## config.mk

```make
export PLATFORM = sky130hd
export DESIGN_NAME = codec_irq_unit
export DESIGN_NICKNAME = d
export VERILOG_FILES = /design/src/rtl/codec_irq_pkg.sv /design/src/rtl/codec_irq_ctl_reg.sv /design/src/rtl/codec_irq_flag_bank.sv /design/src/rtl/codec_irq_out.sv /design/src/rtl/codec_irq_unit.sv
export SDC_FILE = /design/constraint.sdc
export NUM_CORES = 1
export LEC_CHECK = 0
export BUFFER_PORTS_ARGS = -buffer_cell sky130_fd_sc_hd__buf_2
export CAP_MARGIN = 15
export CORE_MARGIN = 1.5
export CORE_UTILIZATION = 27
export CTS_CLUSTER_SIZE = 24
export DETAILED_ROUTE_END_ITERATION = 10
export HOLD_SLACK_MARGIN = 0.12
export PLACE_DENSITY = 0.54
export SYNTH_ARGS = -nofsm -noshare
export SYNTH_HDL_FRONTEND = slang
export SYNTH_SLANG_ARGS = --single-unit
```

## constraint.sdc

```tcl
create_clock -name clk -period 1.4 [get_ports clk]
set_input_delay 0.07 -clock clk [delete_from_list [all_inputs] [get_ports clk]]
set_output_delay 0.07 -clock clk [all_outputs]
set_load 0.02 [all_outputs]
```

## src/rtl/codec_irq_pkg.sv

```systemverilog
package codec_irq_pkg;

    localparam int NUM_SRC       = 6;
    localparam int REG_W         = 8;
    localparam int FORM_W        = REG_W - NUM_SRC;
    localparam int JACK_LIVE_BIT = NUM_SRC;
    localparam int RD_W          = REG_W + 1;

    typedef enum logic [FORM_W-1:0] {
        FORM_HIGH      = 2'b00,
        FORM_LOW       = 2'b01,
        FORM_PULSE     = 2'b10,
        FORM_PULSE_ALT = 2'b11
    } irq_form_e;

    typedef struct packed {
        irq_form_e          form;
        logic [NUM_SRC-1:0] mask;
    } irq_ctl_t;

    localparam irq_ctl_t CTL_RESET = '{form: FORM_HIGH, mask: '1};

    function automatic logic form_is_pulse(irq_form_e f);
        return f[FORM_W-1];
    endfunction

    function automatic logic [REG_W-1:0] pack_flags(logic [NUM_SRC-1:0] latched,
                                                    logic jack_level);
        logic [REG_W-1:0] w;
        w = '0;
        w[NUM_SRC-1:0]   = latched;
        w[JACK_LIVE_BIT] = jack_level;
        return w;
    endfunction

endpackage

```

## src/rtl/codec_irq_ctl_reg.sv

```systemverilog
module codec_irq_ctl_reg
    import codec_irq_pkg::*;
(
    input  logic             clk,
    input  logic             rst,
    input  logic             wr_en,
    input  logic [REG_W-1:0] wr_data,
    output irq_ctl_t         ctl
);

    always_ff @(posedge clk) begin
        if (rst) begin
            ctl <= CTL_RESET;
        end else if (wr_en) begin
            ctl <= irq_ctl_t'(wr_data);
        end
    end

    // Control only moves on a write
    assert_ctl_hold_R2: assert property (@(posedge clk) disable iff (rst)
        !wr_en |=> $stable(ctl));

    // A write lands exactly the written byte
    assert_ctl_write_R2: assert property (@(posedge clk) disable iff (rst)
        wr_en |=> (ctl == $past(wr_data)));

endmodule

```

## src/rtl/codec_irq_flag_bank.sv

```systemverilog
module codec_irq_flag_bank
    import codec_irq_pkg::*;
(
    input  logic               clk,
    input  logic               rst,
    input  logic [NUM_SRC-1:0] evt,
    input  logic               clr_en,
    input  logic [NUM_SRC-1:0] clr_bits,
    output logic [NUM_SRC-1:0] flags
);

    for (genvar i = 0; i < NUM_SRC; i++) begin : g_flag
        always_ff @(posedge clk) begin
            if (rst) begin
                flags[i] <= 1'b0;
            end else if (evt[i]) begin
                flags[i] <= 1'b1;
            end else if (clr_en && clr_bits[i]) begin
                flags[i] <= 1'b0;
            end
        end

        // Event sets the flag, even against a clear
        assert_evt_sets_R3: assert property (@(posedge clk) disable iff (rst)
            evt[i] |=> flags[i]);

        assert_evt_beats_clear_R5: assert property (@(posedge clk) disable iff (rst)
            (evt[i] && clr_en && clr_bits[i]) |=> flags[i]);

        // Clear without event drops the flag
        assert_w1c_clears_R4: assert property (@(posedge clk) disable iff (rst)
            (!evt[i] && clr_en && clr_bits[i]) |=> !flags[i]);

        // No event, no clear: flag holds
        assert_flag_sticky_R3: assert property (@(posedge clk) disable iff (rst)
            (!evt[i] && !(clr_en && clr_bits[i])) |=> $stable(flags[i]));
    end

endmodule

```

## src/rtl/codec_irq_out.sv

```systemverilog
module codec_irq_out
    import codec_irq_pkg::*;
(
    input  logic               clk,
    input  logic               rst,
    input  irq_ctl_t           ctl,
    input  logic [NUM_SRC-1:0] flags,
    output logic               irq
);

    logic [NUM_SRC-1:0] flags_prev;
    logic [NUM_SRC-1:0] armed;
    logic [NUM_SRC-1:0] newly_set;
    logic               any_armed;

    always_ff @(posedge clk) begin
        if (rst) begin
            flags_prev <= '0;
        end else begin
            flags_prev <= flags;
        end
    end

    always_comb begin
        armed     = flags & ~ctl.mask;
        newly_set = armed & ~flags_prev;
        any_armed = |armed;
        if (form_is_pulse(ctl.form)) begin
            irq = |newly_set;
        end else if (ctl.form == FORM_LOW) begin
            irq = ~any_armed;
        end else begin
            irq = any_armed;
        end
    end

    // Fully masked: line sits at its idle level
    assert_all_masked_idle_R7: assert property (@(posedge clk) disable iff (rst)
        (&ctl.mask) |-> (irq == (ctl.form == FORM_LOW)));

    // Active-low form idles high when no flag is latched
    assert_low_form_idle_R8: assert property (@(posedge clk) disable iff (rst)
        (ctl.form == FORM_LOW && flags == '0) |-> irq);

    // Pulse form: unchanged flags produce no pulse
    assert_pulse_needs_edge_R9: assert property (@(posedge clk) disable iff (rst)
        (form_is_pulse(ctl.form) && flags == $past(flags)) |-> !irq);

endmodule

```

## src/rtl/codec_irq_unit.sv

```systemverilog
module codec_irq_unit
    import codec_irq_pkg::*;
(
    input  logic               clk,
    input  logic               rst,
    input  logic               ctl_wr_en,
    input  logic [REG_W-1:0]   ctl_wr_data,
    input  logic               flag_wr_en,
    input  logic [REG_W-1:0]   flag_wr_data,
    input  logic [NUM_SRC-1:0] evt_pulse,
    input  logic               jack_present,
    input  logic               rd_sel,
    output logic [RD_W-1:0]    rd_word,
    output logic               irq_out
);

    irq_ctl_t           ctl;
    logic [NUM_SRC-1:0] flags;
    logic [REG_W-1:0]   flag_view;
    logic               unused_clr_hi;

    assign unused_clr_hi = ^flag_wr_data[REG_W-1:NUM_SRC];

    codec_irq_ctl_reg u_ctl (
        .clk     (clk),
        .rst     (rst),
        .wr_en   (ctl_wr_en),
        .wr_data (ctl_wr_data),
        .ctl     (ctl)
    );

    codec_irq_flag_bank u_flags (
        .clk      (clk),
        .rst      (rst),
        .evt      (evt_pulse),
        .clr_en   (flag_wr_en),
        .clr_bits (flag_wr_data[NUM_SRC-1:0]),
        .flags    (flags)
    );

    codec_irq_out u_out (
        .clk   (clk),
        .rst   (rst),
        .ctl   (ctl),
        .flags (flags),
        .irq   (irq_out)
    );

    always_comb begin
        flag_view = pack_flags(flags, jack_present);
        rd_word   = {irq_out, (rd_sel ? flag_view : REG_W'(ctl))};
    end

    // Jack bit is live, top bit is zero
    assert_jack_live_R6: assert property (@(posedge clk) disable iff (rst)
        rd_sel |-> (rd_word[JACK_LIVE_BIT] == jack_present && rd_word[REG_W-1] == 1'b0));

endmodule

```

==> results.md, run 1 <==
- Hold path depth: 2
- Instance area at placement: 0.001079 mm²
- Slowest CP cell: o311a_1
- Max Cap Viol: 0
- Largest net degree at the start of global routing: 21
- Synthesis-to-layout area growth: 63.37%
- Area contributors post-synth: dfxtp_1 47%, mux2_2 9.3%, nor2b_1 8.9%
- Register area: 409.1 µm²
- Xor-xnor portion of the synthesized cell area: 0
- #FFs+latches synth: 20
- Synthesized area per cell: 9.207 µm²
- FILL cells: between 300 and 400
- Adder-Cell Fraction of Synth Area: 0
- Core area: 0.003028 mm²
- Critical path depth in cells: 5
- Net Switching: 333.1 µW
- Post-route cell area: 0.001384 mm²
- GP Congestion: 0.7327
- Slew Viols, Final: 0
- Drt first pass iters: 4
- Setup TNS: -526.0 ps
- Synth Net Count: 120
- Die height: 59.01 µm
- Dpl ws: -9.745 ps
- Synthesized cell area: 847.1 µm²
- Reg2Reg Depth: 3
- FMAX: 596.2 MHz
- Worst hold path class: in -> reg
- Setup slack after layout: -277.2 ps
- Total grt overflow: 0
- Max VDD drop: around 590 µV
- Largest family of logic cells by synthesized area: simple AND/OR/NAND/NOR gates
- CP max stage delay: 360 ps
- Synth Area in Compound Gates: 0.1329
- CP Data Required Time: between 1000 and 1500 ps
- DR vias: about 860
- Avg WL per Cell: 11.38 µm
- Vias per cell: 4.440
- Tmin final: 1677 ps
- Dpl hpwl: 1462 µm
- Synthesized instance count: 92
- Outcome: finished with violations
- CTS tree: done
- Cell Chain, Critical Path: nand2b_4, nand4_1, o311a_1, nor3_4, buf_4
- Worst-Skew Late Latency: 290 ps
- Full die area: 0.003482 mm²
- Crit end category: output pin
- Failing checks: setup timing
- Share of post-route cells with drive strength above 1: 0.4295
- CP Launch Type: flop
- Crit path buffers/inverters: 1
- First-pass GRT wire length: roughly 3600 µm
- Worst Skew: 0.7068 ps
- Final count of hold timing violations: 0
- Net count, final: 179
- Footprint of the multi-input gates: 471.7 µm²
- Final critical-path share of the clock period: 1.198
- Dominant synthesized flop cell: dfxtp_1
- CTS buffer count: 3
- Multiplexer area fraction after synthesis: 0.1167
- Vias in the first global route: slightly below 900
- Warnings from Yosys: 0
- I/O pin count: 38
- Internal power component: 891.1 µW
- Clk slew on worst S/H paths: 100 ps
- DR iter-0 viols: 34
- Register area share after synthesis: 0.4727
- EDFF count, synth: 0
- Wirelength, routed: 2196 µm
- Sw frac: 0.2721
- Post-Synth Simple-Gate Area: 0.2349
- Post-synth top area cell: dfxtp_1
- Slew at the pin closest to its max-slew limit: 362.8 ps
- Row cnt: 20
- Max transition margin: 0.7581
- Area fraction of the dominant cell type after synthesis: 0.4727
- Placed cells: 168
- Static leakage: 0.0006368 µW
- Logic pwr share: 0.263
- Most common cell in the netlist: dfxtp_1
- DRC Markers: 0
- Clk pwr share: 0.213
- Initial antenna violation count: 0
- Antenna diodes: 0
- Clock H-tree levels: 1
- Crit Path Class: reg -> out
- Max clock buf depth: 2
- Layout Cells excl Fill: 193
- Commonest cells in the synthesized netlist: 20 x dfxtp_1, 12 x nor2_1, 12 x nor2b_1, 7 x mux2_2
- Seq pwr share: 0.523
- TritonCTS Sinks: 20
- Setup-failing EPs final: 2
- Worst Path Arrival: between 1500 and 2000 ps
- Antenna viol nets, final: 0
- Count of different cell masters after synthesis: 21
- Largest delay share family, worst path: simple AND/OR/NAND/NOR gates
- Root buffer cell: clkbuf_4
- Synth async-reset ratio: 0
- Number of I/O port buffers: 35
- RSZ-0062 raised after global routing: true
- Chip width: 59.01 µm
- GRT Total Usage: 0.1393
- Worst-path fanout max: 3
- Pwr Density: roughly 880 mW/mm²
- Initial core utilization: 0.2798
## routing by layer
layer  GRT usage  wire [µm]
met5           0          0
met4     0.05195         19
met3     0.04367         87
met2      0.2413       1165
met1      0.1599        924
## flip-flops by register name (all words and copies together) (netlist names)
name,count
u_flags.flags,6
u_out.flags_prev,6
u_ctl.ctl,8
## cell families (layout without fill, tap and decap cells)
logic type,Yosys count,after routing
flops,20,20
compound gates,16,16
simple gates,39,39
buf+inv,8,65
mux,9,9
## area by class of cell
cell class	instances	share of cell area
multi-input cells	64	0.3409
well taps	44	0.03978
inverters	3	0.008137
clock buffers	3	0.01627
repair buffers	59	0.2993
flip-flops and latches	20	0.2957
## stage by stage
| step | power [µW] | utilization | hold slack (ps) |
|---|---|---|---|
| 6_report | 1224 | 0.4570 | 145.6 |
| 5_1_grt | 1300 | 0.4570 | 145.1 |
| 4_1_cts | 1226 | 0.4492 | 141.9 |
| 3_5_place_dp | 890.2 | 0.3562 | 280.0 |
| 3_3_place_gp | 882.9 | 0.3562 | 273.1 |
| 2_1_floorplan | 800.3 | - | 187.4 |
## worst register-to-register path, stage by stage (launching register included)
cell,delay (ps)
dfxtp_1,430
a21oi_1,80
dlygate4sd3_1,560
nor2_1,100
## what timing repair did
action,in CTS,in global routing
endpoints found under the setup margin,2,2
pin swaps,1,0
resized for setup,13,5
endpoints found under the hold margin,14,0
cloned,0,0
hold buffers,20,0
buffers inserted,1,1
## cell usage in the layout (no fill, tap or decap), drive strengths merged
cell         count
nor2b           12
clkbuf           3
dlygate4sd3     20
nand4            1
nor2            12
nor3             2
o32ai            1
nand2b           4
mux2             7
a21oi            6
nor4             1
nand2            6
buf             39
o311a            1
mux2i            2
nor4b            1
a211o            6
inv              3
dfxtp           20
o22ai            1
o21ai            1
## power groups by stage
| stage | registers [µW] | clock network (µW) | logic (µW) |
|---|---|---|---|
| final | 641 | 261 | 322 |
| after global routing | 648 | 302 | 351 |
| after CTS | 639 | 269 | 318 |
| after detailed placement | 645 | 0 | 245 |
| after global placement | 644 | 0 | 239 |
| after floorplan | 636 | 0 | 164 |
## path summary, 6_finish.rpt
| path | start | end | slack (ps) |
|---|---|---|---|
| worst min register to register | u_flags.flags[1] | u_out.flags_prev[1] | 500 |
| worst min-delay path | rst | u_out.flags_prev[3] | 150 |
| worst max-delay path | u_ctl.ctl[4] | irq_out | -280 |
| worst max register to register | u_flags.flags[5] | u_flags.flags[5] | 170 |
Power figures use the tool's default switching activity.
==> run 2: changes to the inputs <==
- TNS_END_PERCENT: default -> 1
==> results.md, run 2 (same netlist as run 1, synthesis figures left out) <==
- Outcome: finished with violations
- Regs by FF count: u_ctl.ctl (8), u_flags.flags (6), u_out.flags_prev (6)
- Share of post-route cells with drive strength above 1: 0.4027
- CP Data Required Time: 1330 ps
- Net count, final: approximately 180
- First-pass GRT wire length: 3525 µm
- Initial antenna violation count: 0
- Worst-path fanout max: 3
- Clk slew on worst S/H paths: 100 ps
- I/O pin count: 38
- Max transition margin: 0.7592
- TritonCTS Sinks: 20
- Wirelength, routed: 2159 µm
- Core area: about 0.0030 mm²
- Vias in the first global route: 857
- GP Congestion: around 0.73
- Clk pwr share: 0.211
- Vias per cell: 4.394
- Final count of hold timing violations: 0
- Clock H-tree levels: 1
- Avg WL per Cell: 11.19 µm
- Initial core utilization: 0.2798
- Full die area: about 0.0035 mm²
- Chip width: 59.01 µm
- Final critical-path share of the clock period: 1.244
- Max Cap Viol: 0
- Die height: 59.01 µm
- Internal power component: ~900 µW
- Slew at the pin closest to its max-slew limit: 361.2 ps
- Most frequent cells in the layout: 33 x buf_2, 20 x dlygate4sd3_1, 16 x dfxtp_1
- Setup-failing EPs final: 2
- Root buffer cell: clkbuf_4
- CTS buffer count: 3
- RSZ-0062 raised after global routing: true
- Seq pwr share: 0.521
- Number of I/O port buffers: 35
- Sw frac: 0.2709
- Dpl hpwl: roughly 1500 µm
- FILL cells: 321
- Crit end category: output pin
- Max VDD drop: ~600 µV
- Synthesis-to-layout area growth: 63.52%
- Worst hold path class: in -> reg
- Top reg by flops: u_ctl.ctl
- Failing checks: setup timing
- Logic pwr share: 0.268
- Setup TNS: -683.6 ps
- Max reg flops: 8
- Antenna viol nets, final: 0
- Total grt overflow: 0
- Dpl ws: -9.745 ps
- Pwr Density: about 890 mW/mm²
- Max clock buf depth: 2
- DR vias: about 850
- DR iter-0 viols: 40
- CP Launch Type: flop
- Drt first pass iters: 4
- GRT Total Usage: 0.1347
- Worst Skew: approximately 1.5 ps
- Setup slack after layout: -342.1 ps
- Total power: around 1200 µW
- Static leakage: 0.0006438 µW
- Worst Path Arrival: between 1500 and 2000 ps
- Net Switching: 332.9 µW
- DRC Markers: 0
- Crit Path Class: reg -> out
- Tmin final: 1742 ps
- CTS tree: done
- Slew Viols, Final: 0
- Row cnt: 20
- Largest net degree at the start of global routing: 21
- Worst-Skew Late Latency: about 290 ps
- FMAX: 574.0 MHz
- Antenna diodes: 0
- Most common cell after layout, fill and taps aside: buf_2
==> run 2: worst paths after layout <==
path	start	to	slack (ps)	cells after the start
worst max-delay path	u_ctl.ctl[5]	rd_word[8]	-340	5
worst min-delay path	rst	u_out.flags_prev[3]	150	2
worst max register to register	u_flags.flags[0]	u_flags.flags[0]	130	3
worst min register to register	u_flags.flags[1]	u_out.flags_prev[1]	490	2
==> run 2: layout make-up <==
cell class	count	area, µm²	share of cell area
multi-input cells	64	473.0	0.3415
repair buffers	59	417.9	0.3017
flip-flops and latches	20	405.4	0.2927
well taps	44	55.05	0.03975
clock buffers	3	22.52	0.01626
inverters	3	11.26	0.008130
==> run 2: routing by layer <==
metal | up-vias | part of all wire | GRT usage
met5 | - | 0 | 0
met3 | 2 | 0.038 | 0.04367
met2 | 22 | 0.53 | 0.2317
li1 | 430 | - | -
met1 | 394 | 0.43 | 0.1545
met4 | 0 | 0.0088 | 0.05195
==> run 2: through the flow <==
step	instance area [µm²]	util	hold slack, ps	instances
final	1385	0.4574	145.6	193
after global routing	1385	0.4574	145.1	193
after CTS	1313	0.4335	141.9	191
after detailed placement	1079	0.3562	280.0	168
after global placement	1079	0.3562	273.1	168
after floorplan	858.3	-	187.4	92
==> run 2: repair_timing <==
action,in CTS,in global routing
gates resized for setup,3,12
hold buffers,20,0
setup endpoints to repair,2,2
setup buffers,0,2
pin swaps,1,3
hold endpoints to repair,14,0
==> run 2: power groups by stage <==
stage / combinational, µW / sequential, µW / clock (µW)
CTS: 303 / 633 / 269
detailed placement: 245 / 645 / 0
global route: 358 / 647 / 302
floorplan: 164 / 636 / 0
global placement: 239 / 644 / 0
finish: 330 / 640 / 259
==> run 2: critical path, stage by stage, from the launching register on <==
cell and delay (ps):
dfxtp_2 350, nand2b_4 120, nand4_1 140, o311a_1 390, nor3_4 220, buf_6 150
==> run 3: changes to the inputs <==
- CORE_ASPECT_RATIO: default -> 0.7
==> results.md, run 3 (same netlist as run 1, synthesis figures left out) <==
- Outcome: finished with violations
- Failing checks: setup timing
- Tmin final: 1674 ps
- Crit Path Class: reg -> out
- Most common cell after layout, fill and taps aside: buf_2
- Setup slack after layout: -274.0 ps
- Routed wl met3: roughly 130 µm
- DRC Markers: 0
- Largest net degree at the start of global routing: 21
- Sw frac: 0.2549
- Final critical-path share of the clock period: 1.196
- Flop2flop setup slack: 160 ps
- CP Launch Type: flop
- Dpl hpwl: around 1500 µm
- Chip width: 69.95 µm
- I/O pin count: 38
- Crit path from: u_ctl.ctl[0]
- Max VDD drop: 528.6 µV
- GRT Total Usage: 0.1305
- Total grt overflow: 0
- Post-route cell area: 0.001374 mm²
- Synthesis-to-layout area growth: 62.19%
- FILL cells: 291
- FMAX: 597.4 MHz
- Critical R2R Capture: u_flags.flags[2]
- Setup-failing EPs final: 2
- Drt first pass iters: 4
- Net Switching: 355.4 µW
- Net count, final: 176
- Routed metal-1 wire length: 1081 µm
- Seq pwr share: 0.461
- Slew Viols, Final: 0
- CTS tree: done
- Static leakage: approximately 0.00064 µW
- DR top layer: met4
- Hold Startpoint: flag_wr_data[3]
- CP Data Required Time: between 1000 and 1500 ps
- Final Util: 0.4766
- Worst-Skew Late Latency: 260 ps
- Full die area: 0.003487 mm²
- Worst hold path class: in -> reg
- TritonCTS Sinks: 20
- Worst Skew: approximately 3.2 ps
- Regs by FF count: u_ctl.ctl (8), u_flags.flags (6), u_out.flags_prev (6)
- Antenna viol nets, final: 0
- Root buffer cell: clkbuf_8
- Instance area at placement: around 0.0011 mm²
- Wirelength, routed: 2114 µm
- Core area: 0.002883 mm²
- Hold endpoint: u_flags.flags[3]
- Max clock buf depth: 2
- Most frequent cells in the layout: 33 x buf_2, 18 x dlygate4sd3_1, 16 x dfxtp_1
- Internal power component: between 1000 and 1500 µW
- Logic pwr share: 0.228
- Slew at the pin closest to its max-slew limit: between 400 and 500 ps
- RR Startpoint: u_flags.flags[2]
- GP Congestion: 0.7139
- Worst Path Arrival: 1600 ps
- Hold path depth: 4
- Avg WL per Cell: 11.55 µm
- Max Cap Viol: 0
- Pwr Density: 1015 mW/mm²
- RSZ-0062 raised after global routing: true
- Max reg flops: 8
- CTS buffer count: 3
- Initial antenna violation count: 0
- Initial core utilization: 0.2938
- DR iter-0 viols: 17
- Clock H-tree levels: 1
- Reg2Reg Depth: 3
- Number of I/O port buffers: 35
- Setup TNS: -547.9 ps
- Row cnt: 16
- Top reg by flops: u_ctl.ctl
- Routed met2 length: between 800 and 900 µm
- Total power: 1394 µW
- Die height: 49.86 µm
- First-pass GRT wire length: between 3000 and 4000 µm
- Share of post-route cells with drive strength above 1: 0.4014
- DR vias: approximately 820
- Clk pwr share: 0.311
- Vias per cell: 4.454
- Final count of hold timing violations: 0
- Crit end category: output pin
- Clk slew on worst S/H paths: 70 ps
- Antenna diodes: 0
- Vias in the first global route: 787
- Max transition margin: 0.6989
- Worst-path fanout max: 3
run 3: cell type report:
type	count	area (µm²)	share of cell area
Multi-Input combinational cell	64	466.7	0.3397
Sequential cell	20	405.4	0.2951
Timing Repair Buffer	56	390.4	0.2842
Clock buffer	4	55.05	0.04007
Tap cell	36	45.04	0.03279
Inverter	3	11.26	0.008197
run 3: power by group through the flow:
stage | combinational, µW | sequential [µW] | clock (µW)
after global placement | 240 | 645 | 0
after CTS | 296 | 634 | 452
after detailed placement | 244 | 647 | 0
after floorplan | 164 | 636 | 0
final | 318 | 642 | 434
after global routing | 346 | 649 | 473
run 3: critical path, stage by stage, from the launching register on:
cell and delay (ps):
dfxtp_2 350, nand2b_4 120, nand4_1 130, o311a_1 390
nor3_4 220, buf_6 150
run 3: timing repair:
| action | CTS | global route |
|---|---|---|
| hold buffers | 18 | 0 |
| pin swaps | 0 | 4 |
| endpoints found under the setup margin | 2 | 2 |
| resized for setup | 3 | 11 |
| buffers inserted | 0 | 1 |
| gates cloned | 0 | 0 |
| endpoints found under the hold margin | 14 | 0 |
run 3: per-layer routing:
layer,vias up,track usage
met4,0,0.02885
met1,361,0.1744
met2,27,0.1984
met5,-,0
met3,3,0.05317
li1,424,-
run 3: worst max path at each step:
stage | cells after the start | end | slack (ps)
6_report | 5 | irq_out | -270
3_3_place_gp | 5 | irq_out | 60
2_1_floorplan | 5 | rd_word[8] | 10
4_1_cts | 5 | rd_word[8] | -230
5_1_grt | 5 | irq_out | -350
3_5_place_dp | 6 | rd_word[8] | 60
run 3: stage by stage:
step / std cells / hold slack (ps) / setup slack [ps]
after detailed placement: 160 / 278.9 / 60.18
after floorplan: 92 / 187.4 / 12.43
final: 183 / 126.5 / -274.0
after CTS: 182 / 121.4 / -227.1
after global routing: 183 / 127.8 / -345.2
after global placement: 160 / 273.1 / 60.32
